--- src/rtl/ring_pos_pkg.sv ---
package ring_pos_pkg;
   typedef enum logic {
      SEL_COUNT  = 1'b0,
      SEL_LENGTH = 1'b1
   } ring_reg_sel_e;
endpackage

--- src/rtl/ring_sw_port.sv ---
module ring_sw_port
   import ring_pos_pkg::*;
#(
   parameter int CW = 16
) (
   input  logic          stop_i,
   input  logic          sel_i,
   input  logic          wr_i,
   input  logic          rd_i,
   input  logic [CW-1:0] cnt_q_i,
   input  logic [CW-1:0] len_q_i,
   output logic          cnt_we_o,
   output logic          len_we_o,
   output logic [CW-1:0] rdata_o
);
   ring_reg_sel_e sel;
   logic          open_wr;
   logic          open_rd;

   assign sel     = ring_reg_sel_e'(sel_i);
   assign open_wr = stop_i & wr_i;
   assign open_rd = stop_i & rd_i;

   assign cnt_we_o = open_wr & (sel == SEL_COUNT);
   assign len_we_o = open_wr & (sel == SEL_LENGTH);

   always_comb begin
      rdata_o = '0;
      if (open_rd) begin
         unique case (sel)
            SEL_COUNT:  rdata_o = cnt_q_i;
            SEL_LENGTH: rdata_o = len_q_i;
            default:    rdata_o = '0;
         endcase
      end
   end
endmodule

--- src/rtl/ring_len_reg.sv ---
module ring_len_reg #(
   parameter int CW = 16
) (
   input  logic          clk,
   input  logic          rst_n,
   input  logic          init_load_i,
   input  logic [CW-1:0] init_len_i,
   input  logic          sw_we_i,
   input  logic [CW-1:0] sw_wdata_i,
   output logic [CW-1:0] len_q_o
);
   always_ff @(posedge clk or negedge rst_n) begin
      if (!rst_n) begin
         len_q_o <= '1;
      end else if (init_load_i) begin
         len_q_o <= init_len_i;
      end else if (sw_we_i) begin
         len_q_o <= sw_wdata_i;
      end
   end
endmodule

--- src/rtl/ring_pos_counter.sv ---
module ring_pos_counter #(
   parameter int CW = 16
) (
   input  logic          clk,
   input  logic          rst_n,
   input  logic          adv_i,
   input  logic          sw_we_i,
   input  logic [CW-1:0] sw_wdata_i,
   input  logic [CW-1:0] len_q_i,
   output logic [CW-1:0] cnt_q_o,
   output logic          at_last_o
);
   localparam logic [CW-1:0] LAST_POS = '1;
   localparam logic [CW-1:0] ONE      = CW'(1);

   logic [CW-1:0] step_val;

   assign at_last_o = (cnt_q_o == LAST_POS);
   assign step_val  = at_last_o ? len_q_i : (cnt_q_o + ONE);

   always_ff @(posedge clk or negedge rst_n) begin
      if (!rst_n) begin
         cnt_q_o <= LAST_POS;
      end else if (sw_we_i) begin
         cnt_q_o <= sw_wdata_i;
      end else if (adv_i) begin
         cnt_q_o <= step_val;
      end
   end
endmodule

--- src/rtl/ring_pos_tracker.sv ---
module ring_pos_tracker #(
   parameter int CW = 16
) (
   input  logic          clk,
   input  logic          rst_n,
   input  logic          stop_i,
   input  logic          reg_sel_i,
   input  logic          reg_wr_i,
   input  logic          reg_rd_i,
   input  logic [CW-1:0] reg_wdata_i,
   output logic [CW-1:0] reg_rdata_o,
   input  logic          adv_i,
   input  logic          init_load_i,
   input  logic [CW-1:0] init_len_i,
   output logic [CW-1:0] count_o,
   output logic [CW-1:0] index_o,
   output logic          last_o
);
   generate
      if (CW < 2) begin : g_bad_width
         $error("ring_pos_tracker: CW must be at least 2");
      end
   endgenerate

   logic [CW-1:0] cnt_q;
   logic [CW-1:0] len_q;
   logic          cnt_we;
   logic          len_we;

   ring_sw_port #(.CW(CW)) u_port (
      .stop_i   (stop_i),
      .sel_i    (reg_sel_i),
      .wr_i     (reg_wr_i),
      .rd_i     (reg_rd_i),
      .cnt_q_i  (cnt_q),
      .len_q_i  (len_q),
      .cnt_we_o (cnt_we),
      .len_we_o (len_we),
      .rdata_o  (reg_rdata_o)
   );

   ring_len_reg #(.CW(CW)) u_len (
      .clk         (clk),
      .rst_n       (rst_n),
      .init_load_i (init_load_i),
      .init_len_i  (init_len_i),
      .sw_we_i     (len_we),
      .sw_wdata_i  (reg_wdata_i),
      .len_q_o     (len_q)
   );

   ring_pos_counter #(.CW(CW)) u_cnt (
      .clk        (clk),
      .rst_n      (rst_n),
      .adv_i      (adv_i),
      .sw_we_i    (cnt_we),
      .sw_wdata_i (reg_wdata_i),
      .len_q_i    (len_q),
      .cnt_q_o    (cnt_q),
      .at_last_o  (last_o)
   );

   assign count_o = cnt_q;
   assign index_o = cnt_q - len_q;
endmodule

--- config.mk ---
export PLATFORM = sky130hd
export DESIGN_NAME = ring_pos_tracker
export DESIGN_NICKNAME = d
export VERILOG_FILES = /design/src/rtl/ring_pos_pkg.sv /design/src/rtl/ring_sw_port.sv /design/src/rtl/ring_len_reg.sv /design/src/rtl/ring_pos_counter.sv /design/src/rtl/ring_pos_tracker.sv
export SDC_FILE = /design/constraint.sdc
export NUM_CORES = 1
export LEC_CHECK = 0
export CELL_PAD_IN_SITES_DETAIL_PLACEMENT = 1
export CELL_PAD_IN_SITES_GLOBAL_PLACEMENT = 1
export CORE_MARGIN = 2
export CORE_UTILIZATION = 35
export CTS_CLUSTER_DIAMETER = 60
export DETAILED_ROUTE_END_ITERATION = 16
export PLACE_DENSITY = 0.78
export SETUP_SLACK_MARGIN = 0.4
export SYNTH_ARGS = -nofsm -noshare
export SYNTH_HDL_FRONTEND = slang
export SYNTH_HIERARCHICAL = 1
export SYNTH_SLANG_ARGS = --single-unit
--- constraint.sdc ---
create_clock -name clk -period 5.5 [get_ports clk]
set_clock_uncertainty 0.2 [all_clocks]
set_input_delay 0.825 -clock clk [delete_from_list [all_inputs] [get_ports clk]]
set_output_delay 0.825 -clock clk [all_outputs]
set_load 0.02 [all_outputs]
* Yosys cells after proc, flatten, opt, wreduce, memory -nomap -nowiden *
Cells that the tools add are included.

operators by class
  $add $sub $neg = 2
  mux-type cells = 7
  bitwise operators = 5
  reductions and logical operators = 2
  equal/unequal tests = 1

operators with widths
  cell                   count
  $mux 16                6
  $pmux 16 s2            1
  $add 16x1->16 const B  1
  $eq 16x16->1 const B   1
  $sub 16x16->16         1
  $and 1x1->1            4
  $reduce_bool 2->1      2
  $not 1->1              1

word-level totals
  bits of input ports = 40
  logic and storage cells = 19
  output and inout port bits = 49
  bits in registers = 32

* Depth between registers and ports, before layout *
  depth after elaboration = 4
  gate-level depth with buffers = 8
  gate-level depth less buffers = 8

* Modules after synthesis *
The synthesis kept the hierarchy.

modules (own cells, without submodules)
  module            instances  seq. area each (µm²)  area each (µm²)  cells an instance
  ring_pos_counter  1          420.4                 1214.9           141
  ring_pos_tracker  1          0.0                   852.1            130
  ring_len_reg      1          420.4                 764.5            69
  ring_sw_port      1          0.0                   275.3            39

* Worst setup path before layout *
Ideal clock, no wire load.

  kind = flip-flop to output port
  start point = reg u_cnt.cnt_q_o[0]
  end point = out index_o[12]
  required time = 4.475 ns
  setup slack = 1.943 ns
  buffers on the path = 0
  stages on the path, launching flop included = 9
  arrival = 2.532 ns
  cells stage by stage = dfstp_2 > inv_1 > ha_1 > fa_1 > nor2b_4 > o2111ai_1 > a21oi_1 > nor2_1 > o311ai_1

between the ends
  longest elaborated chain between the ends = 1

ends and longest elaborated chain
  what                      line                    RTL
  start: declaration        ring_pos_counter.sv:10  output logic [CW-1:0] cnt_q_o,
  start signal: assignment  ring_pos_counter.sv:25  cnt_q_o <= sw_wdata_i;
  start signal: assignment  ring_pos_counter.sv:27  cnt_q_o <= step_val;
  $sub 16x16->16            ring_pos_tracker.sv:64  assign index_o = cnt_q - len_q;
  end: declaration          ring_pos_tracker.sv:16  output logic [CW-1:0] index_o,

Every way passes these cells.

* Final worst setup path *
Same ends and word-level chain as after synthesis.

==> out/metrics.yaml <==
floorplan:
  fp.coreArea_um2: 8680
  die_x_um: 98.2
  start_util_pct: 35.8
  rows: 34
  pin_count: 89
  die-area_um2: 9650
  die_y_um: 98.2
routing:
  viasPerCell: 5.43
  dr.pass1.iters: 4
  finalWirelength_um: 9760
  drc_errors: 0
  wire_per_inst_um: 17.2
  first_iter_violations: 179
  num_vias: 3085
  drtAntennaViolNets: 0
placement:
  dp.cells: 561
  pre_cts_slack_ns: 1.45
  hpwl_um: 7730
  place.gp.congestion: 0.944
  portBuffers: 88
sta:
  setup_violations: 0
  post-route-period-util_pct: 79.2
  fin_worst_hold_slack_ns: 0.326
  timing.setup.tns_ns: 0
  worstMarginPinSlew_ns: 1.03
  rsz0062_at_grt: "no"
  fmax_mhz: 230
  drv_slew: 0
  finalHoldViolations: 0
  relSlewSlack_pct: 31.1
  final.setup.worst_slack_ns: 1.15
  finalCriticalPeriod_ns: 4.35
clock_network:
  cts_resized: 0
  clock_sinks: 32
  clk_pin_slew_ns: 0.07
  root_buffer: "clkbuf_8"
  tritoncts: "done"
  cts_hold_buf: 0
  postCtsSetupBuffers: 0
  clock_path_buffers: 2
  cts_buffers: 5
  htreeDepth: 2
  clkLatencyLatePin_ns: 0.29
synthesis:
  synthesis.nets: 436
  yosysWarnings: 6
  syn_area_um2: 3110
  synth-seq-cells: 32
  synth_cell_type_count: 52
  ys_async_sr_fraction_pct: 100
  ys_seq_area_share_pct: 27.1
  synth_edf_count: 0
  synth_top_flop_cell: "dfstp_2"
  syn_area_per_cell_um2: 8.20
  syn_inst: 379
grt:
  antenna_found_initial: 0
  track_usage_pct: 20.5
  grt_max_degree: 33
  grt_pass1_wl_um: 15900
  grt_pass1_vias: 3070
  grt_remaining_overflow: 0
worst_setup_path:
  endpoint_kind: "primary output"
  worstPathArrival_ns: 3.33
  path_delay_family: "compound AO/OA/AOI/OAI gates"
  cp-start-kind: "flop"
  worstPathMaxFanout: 8
  cp_num_buf_inv: 2
  cpPeakStageDelay_ns: 0.65
  path_cells: "inv_1 > ha_1 > fa_1 > nor2b_4 > o2111ai_1 > a21oi_1 > nor2_1 > o311ai_1 > clkdlybuf4s50_1"
  critPathKind: "reg2out"
  critPathSlowestCell: "clkdlybuf4s50_1"
  r2r_start: "u_cnt/cnt_q_o[1]$_DFFE_PN1P_"
  crit_required_ns: 4.47
  startpoint: "u_cnt/cnt_q_o[0]$_DFFE_PN1P_"
power:
  power_leakage_nw: 1.70
  power_density_nw_per_um2: 360
  vdd_drop_max_v: 0.000123
final_layout:
  final_cell_count_no_fill: 568
  layout_common_cells: "clkdlybuf4s50_1, nand2_1, nor2_1, mux2i_1, dfstp_2"
  synthToLayoutAreaGrowth_pct: 32.8
  drive_gt1_share_pct: 13.3
  diodes: 0
  layout.nets: 517
  layout_commonest_cell: "clkdlybuf4s50_1"
status:
  status: "completed"
min_path:
  min_from: "u_len/len_q_o[6]$_DFFE_PN1P_"
  min_path_type: "reg2reg"
job:
  timing.max_cap.violations: 0
## report_power, final
| part | internal (mW) | total [mW] | switching, mW | leakage (nW) |
|---|---|---|---|---|
| sequential | 0.305 | 0.395 | 0.0896 | 0.335 |
| combinational | 0.418 | 0.889 | 0.471 | 1.31 |
| clock | 0.111 | 0.200 | 0.0885 | 0.0503 |
| total | 0.835 | 1.48 | 0.649 | 1.70 |
## layout make-up
cell class / count / area, um^2
Sequential cell: 32 / 841
Clock buffer: 7 / 96.3
Multi-Input combinational cell: 306 / 2060
Fill cell: 1080 / 4550
Timing Repair Buffer: 90 / 896
Tap cell: 108 / 135
Inverter: 25 / 98.8
## cells by family after synthesis
family | after synthesis | synth area share [%]
AND/OR/NAND/NOR | 143 | 23.9
AO/OA/AOI/OAI | 86 | 16.8
buffers and inverters | 41 | 6.77
multiplexers | 37 | 11.9
flip-flops | 32 | 27.1
XOR/XNOR | 23 | 6.48
adder cells (fa/ha/maj) | 17 | 7.09
## worst min-delay path: cells and delay by family (launching register included)
| kind | cells | cell delay, ns |
|---|---|---|
| compound gates | 1 | 0.07 |
| flops | 1 | 0.40 |
| simple gates | 1 | 0.05 |
## path summary, 6_finish.rpt
check	to	slack, ns	depth (start not counted)
worst min-delay path	u_cnt/cnt_q_o[6]$_DFFE_PN1P_	0.33	2
min in group asynchronous	u_cnt/cnt_q_o[3]$_DFFE_PN1P_	1.04	2
worst max register to register	u_cnt/cnt_q_o[8]$_DFFE_PN1P_	3.35	6
worst max-delay path	index_o[12]	1.15	9
worst min register to register	u_cnt/cnt_q_o[6]$_DFFE_PN1P_	0.33	2
max in group asynchronous	u_len/len_q_o[12]$_DFFE_PN1P_	4.03	2
## per-layer routing
layer / up-vias / global-route usage (%) / part of all wire, %
met3: 9 / 2.15 / 4.1
met1: 1501 / 29.1 / 47
met2: 80 / 33.5 / 47
met5: - / 0 / 0
met4: 0 / 5.16 / 1.3
li1: 1495 / - / -
## synthesized netlist by cell type, types with 2 or more instances
master | count | area (um^2)
a211oi_1 | 2 | 15.0
a21o_1 | 4 | 30.0
a21oi_1 | 28 | 140
a31oi_1 | 6 | 37.5
a31oi_2 | 2 | 25.0
and3_1 | 2 | 12.5
buf_1 | 2 | 7.51
buf_12 | 2 | 40.0
buf_2 | 3 | 15.0
buf_6 | 2 | 22.5
clkbuf_1 | 7 | 26.3
dfstp_2 | 32 | 841
ha_1 | 16 | 200
inv_1 | 24 | 90.1
mux2i_1 | 37 | 370
nand2_1 | 39 | 146
nand2_2 | 3 | 18.8
nand2b_1 | 10 | 62.6
nand3_1 | 19 | 95.1
nand3_2 | 2 | 20.0
nand4_1 | 3 | 18.8
nor2_1 | 38 | 143
nor3_1 | 7 | 35.0
nor3b_1 | 6 | 45.0
nor4_1 | 2 | 12.5
o2111ai_1 | 2 | 17.5
o211ai_1 | 2 | 15.0
o21a_1 | 3 | 22.5
o21ai_0 | 11 | 55.1
o21ai_1 | 19 | 95.1
or4_1 | 2 | 15.0
xnor2_1 | 15 | 131
xor2_1 | 8 | 70.1
## state kept, by name, indices dropped and copies added (netlist names)
name           cells
u_cnt/cnt_q_o     16
u_len/len_q_o     16
## through the flow
stage | utilization, % | total power [mW] | cell area (um^2)
after global placement | 46.4 | 1.27 | 4030
after CTS | 47.5 | 1.49 | 4130
after detailed placement | 46.4 | 1.29 | 4030
final | 47.5 | 1.48 | 4130
after global routing | 47.5 | 1.58 | 4130
after floorplan | - | 0.914 | 3110
Note: power is estimated with default switching activity, not from simulation.
